<file path="config.mk">
export PLATFORM = sky130hd
export DESIGN_NAME = vzip_index_seq
export DESIGN_NICKNAME = d
export VERILOG_FILES = /design/src/rtl/vzip_seq_pkg.sv /design/src/rtl/vzip_walker.sv /design/src/rtl/vzip_step_decide.sv /design/src/rtl/vzip_index_seq.sv
export SDC_FILE = /design/constraint.sdc
export NUM_CORES = 1
export LEC_CHECK = 0
export ABC_CLOCK_PERIOD_IN_PS = 9800
export BUFFER_PORTS_ARGS = -buffer_cell sky130_fd_sc_hd__clkbuf_2
export CORE_AREA = 2 2 156 272
export DETAILED_ROUTE_END_ITERATION = 8
export DIE_AREA = 0 0 158 274
export PLACE_DENSITY = 0.43
export SETUP_SLACK_MARGIN = 0.3
export SLEW_MARGIN = 20
export SYNTH_ARGS = -nofsm -noshare
export SYNTH_HDL_FRONTEND = slang
export SYNTH_HIERARCHICAL = 1
export SYNTH_SLANG_ARGS = --single-unit
export TNS_END_PERCENT = 50
</file>
<file path="constraint.sdc">
create_clock -name clk -period 9.8 [get_ports clk]
set_clock_uncertainty 0.1 [all_clocks]
set_input_delay 0.49 -clock clk [delete_from_list [all_inputs] [get_ports clk]]
set_output_delay 0.49 -clock clk [all_outputs]
set_load 0.05 [all_outputs]
</file>
<file path="src/rtl/vzip_seq_pkg.sv">
package vzip_seq_pkg;
    parameter int VMAX   = 64;
    parameter int IDX_W  = $clog2(VMAX);
    parameter int VL_W   = IDX_W + 1;
    parameter int DIMF_W = 3;
    parameter int DIM_W  = DIMF_W + 1;
    parameter int SUBF_W = 2;
    parameter int NSIDE  = 2;

    typedef enum logic [1:0] {
        ST_IDLE  = 2'd0,
        ST_RUN   = 2'd1,
        ST_DRAIN = 2'd2
    } seq_state_e;

    typedef struct packed {
        logic [VL_W-1:0]  vl;
        logic             pack_sel;
        logic             zipped;
        logic             axis_xy;
        logic [DIM_W-1:0] xdim;
        logic [DIM_W-1:0] ydim;
        logic [VMAX-1:0]  smask;
        logic [VMAX-1:0]  dmask;
    } seq_cfg_t;

    typedef struct packed {
        seq_state_e       state;
        seq_cfg_t         cfg;
        logic             valid;
        logic             done;
        logic [IDX_W-1:0] src_idx;
        logic [IDX_W-1:0] dst_idx;
    } seq_regs_t;

    typedef struct packed {
        logic [VL_W-1:0]   step;
        logic [IDX_W-1:0]  base;
        logic [DIMF_W-1:0] inner;
        logic [DIMF_W-1:0] outer;
    } walk_regs_t;
endpackage

</file>
<file path="src/rtl/vzip_walker.sv">
module vzip_walker
    import vzip_seq_pkg::*;
(
    input  logic             clk,
    input  logic             rst_n,
    input  logic             load,
    input  logic             adv,
    input  logic             transpose,
    input  logic [DIM_W-1:0] inner_dim,
    input  logic [DIM_W-1:0] outer_dim,
    output logic [VL_W-1:0]  step,
    output logic [IDX_W-1:0] pos
);
    walk_regs_t       w_d, w_q;
    logic [IDX_W-1:0] blk_size_d;
    logic [IDX_W-1:0] tr_pos_d;
    logic             inner_wrap_d;
    logic             outer_wrap_d;

    always_comb begin
        blk_size_d   = IDX_W'(inner_dim) * IDX_W'(outer_dim);
        inner_wrap_d = ({1'b0, w_q.inner} == (inner_dim - DIM_W'(1)));
        outer_wrap_d = ({1'b0, w_q.outer} == (outer_dim - DIM_W'(1)));
        tr_pos_d     = w_q.base
                     + IDX_W'(w_q.inner) * IDX_W'(outer_dim)
                     + IDX_W'(w_q.outer);

        w_d = w_q;
        if (load) begin
            w_d = '0;
        end else if (adv) begin
            w_d.step = w_q.step + VL_W'(1);
            if (inner_wrap_d) begin
                w_d.inner = '0;
                if (outer_wrap_d) begin
                    w_d.outer = '0;
                    w_d.base  = w_q.base + blk_size_d;
                end else begin
                    w_d.outer = w_q.outer + DIMF_W'(1);
                end
            end else begin
                w_d.inner = w_q.inner + DIMF_W'(1);
            end
        end
    end

    always_ff @(posedge clk or negedge rst_n) begin
        if (!rst_n) begin
            w_q <= '0;
        end else begin
            w_q <= w_d;
        end
    end

    assign step = w_q.step;
    assign pos  = transpose ? tr_pos_d : w_q.step[IDX_W-1:0];
endmodule

</file>
<file path="src/rtl/vzip_step_decide.sv">
module vzip_step_decide
    import vzip_seq_pkg::*;
(
    input  logic            run,
    input  logic            src_en,
    input  logic            dst_en,
    input  logic [VL_W-1:0] src_step,
    input  logic [VL_W-1:0] dst_step,
    input  logic [VL_W-1:0] vl,
    output logic            emit,
    output logic            src_adv,
    output logic            dst_adv,
    output logic            finish
);
    logic [VL_W-1:0] src_next_d;
    logic [VL_W-1:0] dst_next_d;

    always_comb begin
        emit       = run & src_en & dst_en;
        // a disabled side moves on alone; an enabled side waits for its partner
        src_adv    = run & (~src_en | dst_en);
        dst_adv    = run & (~dst_en | src_en);
        src_next_d = src_step + VL_W'(src_adv);
        dst_next_d = dst_step + VL_W'(dst_adv);
        finish     = run & ((src_next_d == vl) | (dst_next_d == vl));
    end
endmodule

</file>
<file path="src/rtl/vzip_index_seq.sv">
module vzip_index_seq
    import vzip_seq_pkg::*;
(
    input  logic              clk,
    input  logic              rst_n,
    input  logic              start,
    input  logic [VL_W-1:0]   vl,
    input  logic              pack_sel,
    input  logic [SUBF_W-1:0] src_subvl,
    input  logic [SUBF_W-1:0] dst_subvl,
    input  logic [DIMF_W-1:0] xdim_m1,
    input  logic [DIMF_W-1:0] ydim_m1,
    input  logic              axis_xy,
    input  logic [VMAX-1:0]   src_mask,
    input  logic [VMAX-1:0]   dst_mask,
    output logic              busy,
    output logic              valid,
    output logic [IDX_W-1:0]  src_idx,
    output logic [IDX_W-1:0]  dst_idx,
    output logic              done
);
    seq_regs_t        r_d, r_q;
    logic             accept_d;
    logic             run_d;
    logic [DIM_W-1:0] inner_dim_d;
    logic [DIM_W-1:0] outer_dim_d;
    logic [VL_W-1:0]  vl_clamp_d;

    logic             side_tr   [NSIDE];
    logic             side_adv  [NSIDE];
    logic [VL_W-1:0]  side_step [NSIDE];
    logic [IDX_W-1:0] side_pos  [NSIDE];

    logic             src_en_d;
    logic             dst_en_d;
    logic             emit_d;
    logic             src_adv_d;
    logic             dst_adv_d;
    logic             finish_d;

    logic [VL_W-1:0]  cur_vl;
    logic [VMAX-1:0]  cur_smask;
    logic [VMAX-1:0]  cur_dmask;

    always_comb begin
        accept_d    = start & (r_q.state == ST_IDLE);
        run_d       = (r_q.state == ST_RUN);
        inner_dim_d = r_q.cfg.axis_xy ? r_q.cfg.ydim : r_q.cfg.xdim;
        outer_dim_d = r_q.cfg.axis_xy ? r_q.cfg.xdim : r_q.cfg.ydim;
        vl_clamp_d  = (vl > VL_W'(VMAX)) ? VL_W'(VMAX) : vl;
        side_tr[0]  = r_q.cfg.zipped &  r_q.cfg.pack_sel;
        side_tr[1]  = r_q.cfg.zipped & ~r_q.cfg.pack_sel;
        side_adv[0] = src_adv_d;
        side_adv[1] = dst_adv_d;
        src_en_d    = r_q.cfg.smask[side_pos[0]];
        dst_en_d    = r_q.cfg.dmask[side_pos[1]];
    end

    for (genvar g = 0; g < NSIDE; g++) begin : g_side
        vzip_walker u_walk (
            .clk       (clk),
            .rst_n     (rst_n),
            .load      (accept_d),
            .adv       (side_adv[g]),
            .transpose (side_tr[g]),
            .inner_dim (inner_dim_d),
            .outer_dim (outer_dim_d),
            .step      (side_step[g]),
            .pos       (side_pos[g])
        );
    end

    vzip_step_decide u_decide (
        .run      (run_d),
        .src_en   (src_en_d),
        .dst_en   (dst_en_d),
        .src_step (side_step[0]),
        .dst_step (side_step[1]),
        .vl       (r_q.cfg.vl),
        .emit     (emit_d),
        .src_adv  (src_adv_d),
        .dst_adv  (dst_adv_d),
        .finish   (finish_d)
    );

    always_comb begin
        r_d       = r_q;
        r_d.valid = 1'b0;
        r_d.done  = 1'b0;
        unique case (r_q.state)
            ST_IDLE: begin
                if (accept_d) begin
                    r_d.cfg.vl       = vl_clamp_d;
                    r_d.cfg.pack_sel = pack_sel;
                    r_d.cfg.zipped   = (src_subvl != dst_subvl);
                    r_d.cfg.axis_xy  = axis_xy;
                    r_d.cfg.xdim     = {1'b0, xdim_m1} + DIM_W'(1);
                    r_d.cfg.ydim     = {1'b0, ydim_m1} + DIM_W'(1);
                    r_d.cfg.smask    = src_mask;
                    r_d.cfg.dmask    = dst_mask;
                    r_d.state        = (vl_clamp_d == '0) ? ST_DRAIN : ST_RUN;
                end
            end
            ST_RUN: begin
                if (emit_d) begin
                    r_d.valid   = 1'b1;
                    r_d.src_idx = side_pos[0];
                    r_d.dst_idx = side_pos[1];
                end
                if (finish_d) begin
                    r_d.state = ST_DRAIN;
                end
            end
            ST_DRAIN: begin
                r_d.done  = 1'b1;
                r_d.state = ST_IDLE;
            end
            default: begin
                r_d.state = ST_IDLE;
            end
        endcase
    end

    always_ff @(posedge clk or negedge rst_n) begin
        if (!rst_n) begin
            r_q <= '0;
        end else begin
            r_q <= r_d;
        end
    end

    assign busy      = (r_q.state != ST_IDLE);
    assign valid     = r_q.valid;
    assign src_idx   = r_q.src_idx;
    assign dst_idx   = r_q.dst_idx;
    assign done      = r_q.done;
    assign cur_vl    = r_q.cfg.vl;
    assign cur_smask = r_q.cfg.smask;
    assign cur_dmask = r_q.cfg.dmask;
endmodule

</file>
==> run_results.csv <==
group,metric,value,unit
flow_run,drv_cap,0,
route,first_iter_violations,349,
sta,rsz0062_at_grt,"no",
sta,final_max_slew_viol_count,0,
cells_and_area,design_area,0.01392,mm^2
worst_setup_path,r2r_end,"r_q[160]",
cells_and_area,most-common-layout-cells,"nand2_1, dfrtp_1, clkbuf_2",
sta,setup_viol,0,
worst_setup_path,cp-start-kind,"register",
synth,synth_area_per_cell,9.334,um^2
run_status,status,"finished, final reports clean",
synth,ys.warnings.count,6,
cells_and_area,fillCellCount,4421,
route,via_per_inst,4.535,
power_and_ir_drop,peakVddDrop,204.8,uV
placement,placed_cells,1946,
clock_tree,clkSinkCount,200,
sta,tns,0,ns
power_and_ir_drop,p_total,5.002,mW
die,ios,165,
clock_tree,cts_root_buf,"clkbuf_16",
sta,period_needed,7.122,ns
sta,clock.fmax,0.1404,GHz
synth,synth.cell_area,0.01219,mm^2
die,core_area,0.04137,mm^2
worst_hold_path,min_from,"dst_mask[36]",
sta,hold_violations,0,
global_route,grt_pass1_vias,9509,
global_route,antenna_found_initial,1,
power_and_ir_drop,power_density,359.3,mW/mm^2
worst_hold_path,holdPathEnd,"cur_dmask[36]",
synth,synthCells,1306,
cells_and_area,layout.nets,1649,
sta,slew_headroom,32.62,%
die,dieWidth,158,um
route,wl_per_cell,16.24,um
global_route,grt_max_degree,109,
die,dieArea,0.04329,mm^2
synth,synthesis.nets,1544,
clock_tree,cts_tree,"done",
worst_setup_path,reg2reg_depth,21,
clock_tree,cts_buffers,17,
route,vias,8974,
die,row_count,99,
worst_setup_path,crit_fanout,16,
synth,synth-seq-area-share,41.06,%
worst_hold_path,worst_hold_path_type,"primary input to register",
synth,synth-seq-cells,200,
route,drt-pass1-iter-count,4,
clock_tree,clkLatencyLatePin,0.46,ns
cells_and_area,drive_above_1_share,20.01,%
cells_and_area,final_cells,1979,
clock_tree,clk_pin_slew,0.08,ns
clock_tree,cts.htree.levels,4,
synth,synthArstFlopShare,100.0,%
worst_setup_path,reg2reg_slack,2.68,ns
worst_setup_path,critPathKind,"register to register",
worst_setup_path,required,9.98,ns
sta,finalCritPeriodShare,72.67,%
placement,numPortBuffers,164,
placement,place.gp.congestion,0.7482,
die,die_height,274,um
cells_and_area,final_common_cell,"nand2_1",
worst_setup_path,critical_path.reg2reg.startpoint,"r_q[150]",
worst_hold_path,holdPathStages,3,
die,start_util,29.47,%
synth,yosysUniqueCellTypes,67,
sta,worst_slew_pin_slew,1.011,ns
route,routed_wl,32140,um
placement,dpl_cell_area,0.01331,mm^2
global_route,grt-ovfl-total,0,
global_route,grt_usage,15.47,%
cells_and_area,num_antenna_cells,0,
placement,hpwl,23680,um
route,ant_nets,0,
worst_setup_path,cp.arrival,7.30,ns
worst_setup_path,worst_setup_path_end_kind,"register",
clock_tree,clockBufferDepth,2,
cells_and_area,syn_to_final_growth,14.22,%
synth,synth_ff_type,"dfrtp_1",
synth,synth-edff-count,0,
power_and_ir_drop,p_leak,7.007,nW
route,drc_errors,0,
global_route,grt_pass1_wl,51540,um
==> critical path, stage by stage (launching register included) <==
cell      delay (ns)
dfrtp_1         0.49
mux2_2          0.52
nand2_1         0.14
fa_1            0.60
fa_1            0.45
fa_1            0.52
fa_1            0.49
a21oi_1         0.14
buf_4           0.27
mux4_2          0.36
mux4_2          0.48
mux4_2          0.55
a21boi_0        0.27
buf_4           0.24
ha_1            0.20
ha_1            0.18
and3_1          0.17
nand3_1         0.09
xnor2_1         0.14
nor3_1          0.22
a22o_1          0.19
o22ai_1         0.09
==> stage by stage <==
| step | utilization, % | worst slack, ns | hold slack [ns] |
|---|---|---|---|
| after floorplan | - | 2.984 | 0.09441 |
| after global placement | 32.18 | 2.705 | 0.3553 |
| after detailed placement | 32.18 | 2.634 | 0.3587 |
| after CTS | 33.64 | 2.612 | 0.09238 |
| after global routing | 33.65 | 2.225 | 0.1076 |
| final | 33.65 | 2.678 | 0.1217 |
==> cells in the mapped netlist, drive strengths merged, types with 3 or more instances <==
cell	instances	area share, %
or3	8	0.45
nor3b	3	0.18
a22o	4	0.29
nor2	35	1.1
nand4	8	0.41
fa	30	4.9
mux2i	6	0.49
o31ai	4	0.29
a21oi	34	1.4
buf	36	2.2
xor2	21	1.5
nand3	20	0.82
a21boi	3	0.25
nor3	6	0.25
clkbuf	50	1.6
nor2b	13	0.67
nand3b	8	0.49
mux4	36	6.7
xnor2	52	3.7
o21ai	25	1.0
mux2	31	2.9
and3	7	0.36
nand2	462	14
inv	76	2.3
and2	22	1.2
dfrtp	200	41
nor4	6	0.31
a21o	8	0.49
ha	58	6.0
o22ai	3	0.15
==> worst max path at each step <==
stage,start,endpoint,depth (start not counted)
final,r_q[150],r_q[160],21
after global routing,r_q[150],r_q[160],26
after CTS,r_q[150],r_q[160],21
after global placement,r_q[150],r_q[160],21
after detailed placement,r_q[150],r_q[160],21
after floorplan,r_q[150],r_q[161],22
==> registers in the layout, summed over array words and instances, names as in the netlist <==
register and flops:
src_idx 6, cur_dmask 64, dst_idx 6, valid 1, cur_smask 64, g_side.u_walk/w_q 24
done 1, r_q 13, g_side.u_walk/step 14, cur_vl 7
==> power by group <==
group | switching [mW] | internal, mW | total [mW]
Combinational | 1.60 | 1.26 | 2.85
Clock | 0.350 | 0.372 | 0.723
Sequential | 0.255 | 1.17 | 1.42
==> timing repair <==
action | in CTS | in global routing
hold buffers | 1 | 0
resized for setup | 0 | 0
endpoints found under the hold margin | 6 | 0
buffers inserted | 0 | 0
==> kinds of logic (layout without fill, tap and decap cells) <==
family                     Yosys count  count (layout)  synth area share, %
muxes                               73              73                10.04
adders and majority gates           88              88                10.88
AOI/OAI and AO/OA                  102             102                5.491
DFF                                200             200                41.06
and+or+nand+nor                    608             608                21.12
xor gates and xnor gates            73              73                5.245
buffers and inverters              162             280                6.168
==> area by class of cell <==
type	count	area [um^2]	share of cell area, %
clock buffer	19	452.9	3.253
clock inverter	13	142.6	1.024
inverter	76	290.3	2.085
multi-input combinational	944	6446	46.30
sequential	200	5005	35.95
tap	555	694.4	4.987
timing repair buffer	172	892.1	6.407
==> routing by layer <==
metal / global-route usage (%) / routed length [um]
met5: 0 / 12
met4: 3.959 / 518
met3: 3.035 / 1055
met2: 28.35 / 17340
met1: 18.29 / 13210
Power figures use the tool's default switching activity.
